`config.mk`:
```
export PLATFORM = sky130hd
export DESIGN_NAME = rx_drain_arb
export DESIGN_NICKNAME = d
export VERILOG_FILES = /design/src/rtl/rx_drain_pkg.sv /design/src/rtl/rx_drain_ctrl.sv /design/src/rtl/rx_drain_dp.sv /design/src/rtl/rx_drain_arb.sv
export SDC_FILE = /design/constraint.sdc
export NUM_CORES = 1
export LEC_CHECK = 0
export CORE_MARGIN = 10
export CORE_UTILIZATION = 55
export DETAILED_ROUTE_END_ITERATION = 12
export DONT_BUFFER_PORTS = 1
export PLACE_DENSITY = 0.7
export SYNTH_ARGS = -nofsm -noshare
export SYNTH_HDL_FRONTEND = slang
export SYNTH_SLANG_ARGS = --single-unit
export TNS_END_PERCENT = 100
```
`constraint.sdc`:
```
create_clock -name clk -period 3.2 [get_ports clk]
set_input_delay 0.16 -clock clk [delete_from_list [all_inputs] [get_ports clk]]
set_output_delay 0.16 -clock clk [all_outputs]
set_load 0.05 [all_outputs]
```
`src/rtl/rx_drain_pkg.sv`:
```
package rx_drain_pkg;

  typedef enum logic {
    SRC_CPL = 1'b0,
    SRC_REQ = 1'b1
  } src_e;

  // control -> datapath
  typedef struct packed {
    logic grantCpl;
    logic grantReq;
  } grant_t;

  // datapath -> control
  typedef struct packed {
    logic beat;
    logic pktEnd;
  } accept_t;

endpackage

```
`src/rtl/rx_drain_ctrl.sv`:
```
module rx_drain_ctrl
  import rx_drain_pkg::*;
#(
  parameter int LEVEL_W   = 6,
  parameter int REQ_DEPTH = 32,
  parameter int WINDOW    = 64,
  parameter int REQ_BURST = 4
) (
  input  logic               clk,
  input  logic               rstN,
  input  logic               cplValid,
  input  logic               reqValid,
  input  logic               npWaiting,
  input  logic               preferReq,
  input  logic [LEVEL_W-1:0] reqLevel,
  input  logic [LEVEL_W-1:0] backlogThresh,
  input  accept_t            accept,
  output grant_t             grant,
  output src_e               curSrc
);

  localparam int OV_LIMIT      = WINDOW - 1;
  localparam int OV_W          = $clog2(WINDOW + 1);
  localparam int RUN_W         = $clog2(REQ_BURST + 1);
  localparam int DEFAULT_THRESH = REQ_DEPTH / 2;

  logic             inPkt;
  src_e             lockSrc;
  logic [OV_W-1:0]  ovCnt;
  logic [RUN_W-1:0] runCnt;

  logic [LEVEL_W-1:0] effThresh;
  logic cplBlocked, backlogHigh, burstDone;
  logic pickValid;
  src_e pickSrc;

  always_comb begin
    effThresh   = (backlogThresh == '0) ? LEVEL_W'(DEFAULT_THRESH) : backlogThresh;
    cplBlocked  = npWaiting && (ovCnt >= OV_W'(OV_LIMIT));
    backlogHigh = reqLevel >= effThresh;
    burstDone   = runCnt >= RUN_W'(REQ_BURST);
  end

  // boundary decision, priority ordered
  always_comb begin
    pickValid = 1'b0;
    pickSrc   = lockSrc;
    if (preferReq) begin
      if (reqValid) begin
        pickValid = 1'b1; pickSrc = SRC_REQ;
      end else if (cplValid && !cplBlocked) begin
        pickValid = 1'b1; pickSrc = SRC_CPL;
      end
    end else if (reqValid && cplBlocked) begin
      pickValid = 1'b1; pickSrc = SRC_REQ;
    end else if (cplValid && !cplBlocked && burstDone) begin
      pickValid = 1'b1; pickSrc = SRC_CPL;
    end else if (reqValid && backlogHigh) begin
      pickValid = 1'b1; pickSrc = SRC_REQ;
    end else if (cplValid && !cplBlocked) begin
      pickValid = 1'b1; pickSrc = SRC_CPL;
    end else if (reqValid) begin
      pickValid = 1'b1; pickSrc = SRC_REQ;
    end
  end

  always_comb begin
    curSrc = inPkt ? lockSrc : pickSrc;
    grant.grantCpl = (inPkt || pickValid) && (curSrc == SRC_CPL);
    grant.grantReq = (inPkt || pickValid) && (curSrc == SRC_REQ);
  end

  always_ff @(posedge clk) begin
    if (!rstN) begin
      inPkt   <= 1'b0;
      lockSrc <= SRC_CPL;
      ovCnt   <= '0;
      runCnt  <= '0;
    end else begin
      if (accept.beat) begin
        lockSrc <= curSrc;
        inPkt   <= !accept.pktEnd;
      end
      if (accept.pktEnd) begin
        if (curSrc == SRC_REQ) begin
          if (!burstDone) runCnt <= runCnt + 1'b1;
        end else begin
          runCnt <= '0;
        end
      end
      if (!npWaiting) begin
        ovCnt <= '0;
      end else if (accept.pktEnd && curSrc == SRC_CPL && ovCnt < OV_W'(OV_LIMIT)) begin
        ovCnt <= ovCnt + 1'b1;
      end
    end
  end

endmodule

```
`src/rtl/rx_drain_dp.sv`:
```
module rx_drain_dp
  import rx_drain_pkg::*;
#(
  parameter int DATA_W = 16
) (
  input  grant_t             grant,
  input  logic               cplValid,
  input  logic [DATA_W-1:0]  cplData,
  input  logic               cplEop,
  input  logic               reqValid,
  input  logic [DATA_W-1:0]  reqData,
  input  logic               reqEop,
  input  logic               outReady,
  output logic               cplReady,
  output logic               reqReady,
  output logic               outValid,
  output logic [DATA_W-1:0]  outData,
  output logic               outEop,
  output accept_t            accept
);

  always_comb begin
    cplReady = grant.grantCpl && outReady;
    reqReady = grant.grantReq && outReady;
    outValid = (grant.grantCpl && cplValid) || (grant.grantReq && reqValid);
    outData  = grant.grantReq ? reqData : cplData;
    outEop   = grant.grantReq ? reqEop  : cplEop;
    accept.beat   = outValid && outReady;
    accept.pktEnd = outValid && outReady && outEop;
  end

endmodule

```
`src/rtl/rx_drain_arb.sv`:
```
module rx_drain_arb
  import rx_drain_pkg::*;
#(
  parameter int DATA_W    = 16,
  parameter int REQ_DEPTH = 32,
  parameter int LEVEL_W   = $clog2(REQ_DEPTH + 1),
  parameter int WINDOW    = 64,
  parameter int REQ_BURST = 4
) (
  input  logic               clk,
  input  logic               rstN,
  input  logic               cplValid,
  input  logic [DATA_W-1:0]  cplData,
  input  logic               cplEop,
  output logic               cplReady,
  input  logic               reqValid,
  input  logic [DATA_W-1:0]  reqData,
  input  logic               reqEop,
  output logic               reqReady,
  input  logic               npWaiting,
  input  logic [LEVEL_W-1:0] reqLevel,
  input  logic [LEVEL_W-1:0] backlogThresh,
  input  logic               preferReq,
  output logic               outValid,
  output logic [DATA_W-1:0]  outData,
  output logic               outEop,
  input  logic               outReady,
  output logic               outFromReq
);

  grant_t  grant;
  accept_t accept;
  src_e    curSrc;

  rx_drain_ctrl #(
    .LEVEL_W(LEVEL_W), .REQ_DEPTH(REQ_DEPTH), .WINDOW(WINDOW), .REQ_BURST(REQ_BURST)
  ) u_ctrl (
    .clk(clk), .rstN(rstN), .cplValid(cplValid), .reqValid(reqValid),
    .npWaiting(npWaiting), .preferReq(preferReq), .reqLevel(reqLevel),
    .backlogThresh(backlogThresh), .accept(accept), .grant(grant), .curSrc(curSrc)
  );

  rx_drain_dp #(.DATA_W(DATA_W)) u_dp (
    .grant(grant), .cplValid(cplValid), .cplData(cplData), .cplEop(cplEop),
    .reqValid(reqValid), .reqData(reqData), .reqEop(reqEop), .outReady(outReady),
    .cplReady(cplReady), .reqReady(reqReady), .outValid(outValid),
    .outData(outData), .outEop(outEop), .accept(accept)
  );

  assign outFromReq = (curSrc == SRC_REQ);

endmodule

```
=== Yosys cells after proc, flatten, opt, wreduce, memory -nomap -nowiden ===
Index checks and enable logic that the tools add are counted.

* Bits in registers: 12
* Bits in latches: 0
* Bits in writable memories: 0
* Memory bits (read-only): 0
* Bits of input ports: 53
* Output and inout port bits: 21
* Memories: 0

* Add/sub/neg operators: 2
* Multiply operators: 0
* Div/mod/pow operators: 0
* Magnitude comparators: 4
* Equality and inequality tests: 1
* Shift operators: 0
* Mux-type cells: 22
* Bitwise logic cells: 1
* Reduce and logical (&&, ||, !) cells: 22

{| class="wikitable"
|+ Operator list
! operator !! count
|-
| 2-to-1 mux 1 bit || 18
|-
| 2-to-1 mux 16 bit || 1
|-
| logical AND 1 bit || 15
|-
| adder 7 x 1 -> 7 bit, second input constant || 1
|-
| >= comparator 7 x 6 -> 1 bit, second input constant || 1
|-
| less-than comparator 7 x 6 -> 1 bit, second input constant || 1
|-
| >= comparator 6 bit || 1
|-
| logical NOT 6 bit || 1
|-
| 2-to-1 mux 3 bit || 2
|-
| 2-to-1 mux 6 bit || 1
|-
| AND reduction 2 bit || 2
|-
| adder 3 x 1 -> 3 bit, second input constant || 1
|-
| >= comparator 3 bit, second input constant || 1
|-
| logical NOT 1 bit || 2
|-
| logical OR 1 bit || 2
|-
| != test 2 bit, second input constant || 1
|-
| inverter 1 bit || 1
|}

=== Logic depth before layout (Yosys ltp) ===
* Word-level depth: 18
* Depth in mapped cells: 12
* Gate-level depth less buffers: 11

=== By module ===
A second synthesis with hierarchy kept.

* Cells, all modules: 129
* Area, all modules: 1,081.0 um^2

{| class="wikitable"
|+ By module, submodules not included
! module !! times used !! cells each !! area an instance (um^2) !! sequential area each (um^2)
|-
| rx_drain_ctrl || 1 || 104 || 824.5 || 240.2
|-
| rx_drain_dp || 1 || 25 || 256.5 || 0.0
|}

=== Worst setup path before layout ===
No wires, ideal clock.

* Path kind: reg2reg
* From: register u_ctrl.ovCnt[0]
* To: register u_ctrl.ovCnt[4]
* Arrival: 3.232 ns
* Required time: 3.130 ns
* Setup slack: -0.102 ns
* Cell stages (with the launch flop): 10
* Path buffers: 1
* Cells stage by stage: dfxtp_1 > ha_1 > a211oi_1 > o31ai_1 > a22oi_1 > nand2_1 > or4_1 > buf_2 > or4_1 > a21oi_1

* Word-level cells in the longest chain between the ends: 18

{| class="wikitable"
|+ RTL lines
! item !! line !! source
|-
| start, declared || rx_drain_ctrl.sv:29 || <nowiki>logic [OV_W-1:0] ovCnt;</nowiki>
|-
| start signal, assigned || rx_drain_ctrl.sv:94 || <nowiki>ovCnt <= ovCnt + 1'b1;</nowiki>
|-
| >= comparator 7 x 6 -> 1 bit (*) || rx_drain_ctrl.sv:39 || <nowiki>cplBlocked = npWaiting && (ovCnt >= OV_W'(OV_LIMIT));</nowiki>
|-
| logical AND 1 bit (*) || rx_drain_ctrl.sv:39 ||
|-
| logical NOT 1 bit || rx_drain_ctrl.sv:51, rx_drain_ctrl.sv:56, rx_drain_ctrl.sv:60 ||
|-
| logical AND 1 bit || rx_drain_ctrl.sv:51, rx_drain_ctrl.sv:56, rx_drain_ctrl.sv:60 ||
|-
| 2-to-1 mux 1 bit || rx_drain_ctrl.sv:60 || <nowiki>end else if (cplValid && !cplBlocked) begin</nowiki>
|-
| 2-to-1 mux 1 bit || rx_drain_ctrl.sv:58 || <nowiki>end else if (reqValid && backlogHigh) begin</nowiki>
|-
| 2-to-1 mux 1 bit || rx_drain_ctrl.sv:56 || <nowiki>end else if (cplValid && !cplBlocked && burstDone) begin</nowiki>
|-
| 2-to-1 mux 1 bit || rx_drain_ctrl.sv:54 || <nowiki>end else if (reqValid && cplBlocked) begin</nowiki>
|-
| 2-to-1 mux 1 bit || rx_drain_ctrl.sv:48 || <nowiki>if (preferReq) begin</nowiki>
|-
| 2-to-1 mux 1 bit || rx_drain_ctrl.sv:68 || <nowiki>curSrc = inPkt ? lockSrc : pickSrc;</nowiki>
|-
| inverter 1 bit || rx_drain_ctrl.sv:69 || <nowiki>grant.grantCpl = (inPkt || pickValid) && (curSrc == SRC_CPL);</nowiki>
|-
| logical AND 1 bit || rx_drain_ctrl.sv:69 ||
|-
| logical AND 1 bit || rx_drain_dp.sv:25 || <nowiki>outValid = (grant.grantCpl && cplValid) || (grant.grantReq && reqValid);</nowiki>
|-
| logical OR 1 bit (*) || rx_drain_dp.sv:25 ||
|-
| via outValid || rx_drain_arb.sv:24 || <nowiki>output logic outValid,</nowiki>
|-
| logical AND 1 bit (*) (2 in a row) || rx_drain_dp.sv:29 || <nowiki>accept.pktEnd = outValid && outReady && outEop;</nowiki>
|-
| logical AND 1 bit (*) (2 in a row) || rx_drain_ctrl.sv:93 || <nowiki>end else if (accept.pktEnd && curSrc == SRC_CPL && ovCnt < OV_W'(OV_LIMIT)) begin</nowiki>
|}

Mark *: on every way through the listed nets, which the timed path passes. The rest lies on a longest branch.
A chain may end at the register's enable or synchronous reset.

=== Worst setup path after layout ===
* From: register u_ctrl.ovCnt[0]
* To: register u_ctrl.ovCnt[2]

* Word-level cells in the longest chain between the ends: 18

{| class="wikitable"
|+ RTL lines
! item !! line
|-
| >= comparator 7 x 6 -> 1 bit || rx_drain_ctrl.sv:39
|-
| logical AND 1 bit || rx_drain_ctrl.sv:39
|-
| logical NOT 1 bit || rx_drain_ctrl.sv:51, rx_drain_ctrl.sv:56, rx_drain_ctrl.sv:60
|-
| logical AND 1 bit || rx_drain_ctrl.sv:51, rx_drain_ctrl.sv:56, rx_drain_ctrl.sv:60
|-
| 2-to-1 mux 1 bit || rx_drain_ctrl.sv:60
|-
| 2-to-1 mux 1 bit || rx_drain_ctrl.sv:58
|-
| 2-to-1 mux 1 bit || rx_drain_ctrl.sv:56
|-
| 2-to-1 mux 1 bit || rx_drain_ctrl.sv:54
|-
| 2-to-1 mux 1 bit || rx_drain_ctrl.sv:48
|-
| 2-to-1 mux 1 bit || rx_drain_ctrl.sv:68
|-
| inverter 1 bit || rx_drain_ctrl.sv:69, rx_drain_ctrl.sv:93
|-
| logical AND 1 bit || rx_drain_ctrl.sv:69
|-
| logical AND 1 bit || rx_drain_dp.sv:25
|-
| logical OR 1 bit || rx_drain_dp.sv:25
|-
| logical AND 1 bit (2 in a row) || rx_drain_dp.sv:29
|-
| logical AND 1 bit (2 in a row) || rx_drain_ctrl.sv:93
|}

Parallel ways exist; a longest one is shown, timed or not.

==> flow_metrics.tcl <==
set metrics [dict create \
    status "finished clean" \
    dp_hpwl_um 2760 \
    setup-tns-final_ns 0 \
    clkSinkCount 12 \
    num_vias 1013 \
    nets 203 \
    synthMuxAreaShare 0.188 \
    synth.net_count 201 \
    synth-xor-area-share 0 \
    synth.cell_area_mm2 0.00112 \
    start_kind "flop" \
    synth_top_family_by_area "simple AND/OR/NAND/NOR gates" \
    synthTopCellsByArea "dfxtp_1, mux2_2, ha_1, nand2_1, inv_1" \
    yosys_warnings 0 \
    crit_fanout 7 \
    insertion_delay_ns 0.28 \
    fin_crit_sh 0.915 \
    postSynth.asyncResetShare 0 \
    grt_antenna_before_repair 0 \
    cp_slowest_cell "or4_1" \
    worst_ep_required_time_ns 3.35 \
    preCtsSetupSlack_ns 0.273 \
    crit_buf_inv 1 \
    root_buffer "clkbuf_4" \
    grt_pass1_vias 1020 \
    num_io_pins 74 \
    h-tree-depth 1 \
    die_area_mm2 0.00425 \
    layout_common_cells "nand2_1, mux2_2, dfxtp_1, inv_1, ha_1" \
    hold_viol_final 0 \
    synth_compound_area_frac 0.213 \
    p_per_area_mw_per_mm2 427 \
    cts.clk_slew.worst_paths_ns 0.08 \
    n_antenna_cell 0 \
    grt_pass1_wl_um 4990 \
    synthFlopType "dfxtp_1" \
    syn_avg_cell_area_um2 8.07 \
    worst_slew_pin_slew_ns 0.657 \
    yosys.area.top_type "dfxtp_1" \
    period_needed_ns 2.93 \
    final_layout_size_suffix_gt1_frac 0.243 \
    synth-edff-count 0 \
    synth-adder-area-share 0.100 \
    crit_path_start "u_ctrl.ovCnt[0]$_SDFFE_PN0P_" \
    gp_congestion 0.831 \
    cts_buffers 3 \
    post-cts-setup-buffers 0 \
    crit_type "flop to flop" \
    critPathMaxStageDelay_ns 0.61 \
    synth-simple-area-share 0.220 \
    num_rows 16 \
    cts_buffer_depth 2 \
    drc_errors 0 \
    start_util 0.578 \
    vdd.ir_drop.worst_uv 311 \
    wire_per_inst_um 18.9 \
    final_common_cell "nand2_1" \
    yosysSeqAreaShare 0.214 \
    core_area_mm2 0.00194 \
    cts_tree "done" \
    synth-seq-cells 12 \
    maxSlewViolCount 0 \
    place_inst 162 \
    leakagePower_uw 0.000492 \
    postRouteAntennaNets 0 \
    setup_viol 0 \
    wl_um 3160 \
    die_w_um 65.2 \
    endpoint_kind "flop" \
    cp_top_family "compound AO/OA/AOI/OAI gates" \
    portBuffers 0 \
    dr.pass1.iters 4 \
    die_h_um 65.2 \
    setup_slack_ns 0.273 \
    grt_setup_unrepaired "no" \
    grt_overflow 0 \
    min_path_type "input port to flop" \
    synthDistinctLibCells 39 \
    grt_max_degree 18 \
    grt_usage 0.142 \
    syn_to_final_growth_pct 7.92 \
    synth_top_cell_area_share 0.214 \
    slew-limit-headroom 0.562 \
    cap_violations 0 \
    arrival_ns 3.08 \
    holdCritStartpoint "rstN" \
    clock_skew_ns 0.00437 \
    drt_iter0_markers 24 \
    detail_route.vias_per_cell 6.07 \
    synthCells 139 \
    path_cells "ha_1 -> a211oi_1 -> o31ai_2 -> or2_2 -> o21ai_4 -> inv_2 -> or4_1 -> o311ai_0 -> o41ai_1" \
    r2r_start "u_ctrl.ovCnt[0]$_SDFFE_PN0P_" \
    fmax_mhz 342 \
    layoutNonFillerInstCount 167 \
]
## kinds of logic (layout without fill, tap and decap cells)
group                      count (synthesis)  count (layout)
DFF                                       12              12
buffers and inverters                     19              20
and+or+nand+nor                           49              49
adders and majority gates                  9               9
AOI/OAI and AO/OA                         31              31
muxes                                     19              19
## power breakdown
| group | internal, µW | total [µW] | switching, µW |
|---|---|---|---|
| combinational | 65.3 | 234 | 169 |
| clock | 69.3 | 125 | 55.6 |
| sequential | 153 | 158 | 5.31 |
## final timing paths
kind	endpoint	slack (ns)	cells after the start
setup / recovery	u_ctrl.ovCnt[2]$_SDFFE_PN0P_	0.27	9
setup reg to reg	u_ctrl.ovCnt[2]$_SDFFE_PN0P_	0.27	9
hold reg to reg	u_ctrl.runCnt[0]$_SDFFE_PN0P_	0.50	2
hold / removal	u_ctrl.lockSrc$_SDFFE_PN0P_	0.02	1
## cell type report
type | count | area, µm²
multi-input cells | 108 | 820
fillers | 184 | 731
flip-flops and latches | 12 | 240
inverters | 11 | 41.3
repair buffers | 5 | 40.0
clock buffers | 4 | 36.3
well taps | 27 | 33.8
## flip-flops by register name (all words and copies together) (netlist names)
signal / flops
u_ctrl.inPkt: 1
u_ctrl.lockSrc: 1
u_ctrl.ovCnt: 7
u_ctrl.runCnt: 3
## Yosys cell counts (4+ instances only)
cell type and n:
dfxtp_1 12, nand2_1 18, nand3_1 4, nor2_1 7, mux2_2 17, nand2b_1 4, a21oi_1 5, inv_1 10
clkbuf_1 7, ha_1 9
## layer usage
metal,wire [µm],up-vias,global-route usage
met4,38,0,0.0481
met3,247,4,0.0542
met1,1230,473,0.151
met2,1650,31,0.250
met5,0,-,0
li1,-,505,-
## metrics by stage
step | utilization | cell area [µm²] | hold slack, ns | power (µW)
2_1_floorplan | - | 1130 | 0.342 | 369
3_3_place_gp | 0.597 | 1160 | 0.295 | 392
3_5_place_dp | 0.597 | 1160 | 0.300 | 395
4_1_cts | 0.616 | 1200 | 0.000646 | 519
5_1_grt | 0.624 | 1210 | 0.00551 | 544
6_report | 0.624 | 1210 | 0.0202 | 517
## repair_timing
item                       4_1_cts  5_1_grt
gates resized for setup          0        1
hold buffers                     0        1
setup endpoints to repair        0       17
hold endpoints to repair         0        1
(Power assumes the default switching activity.)
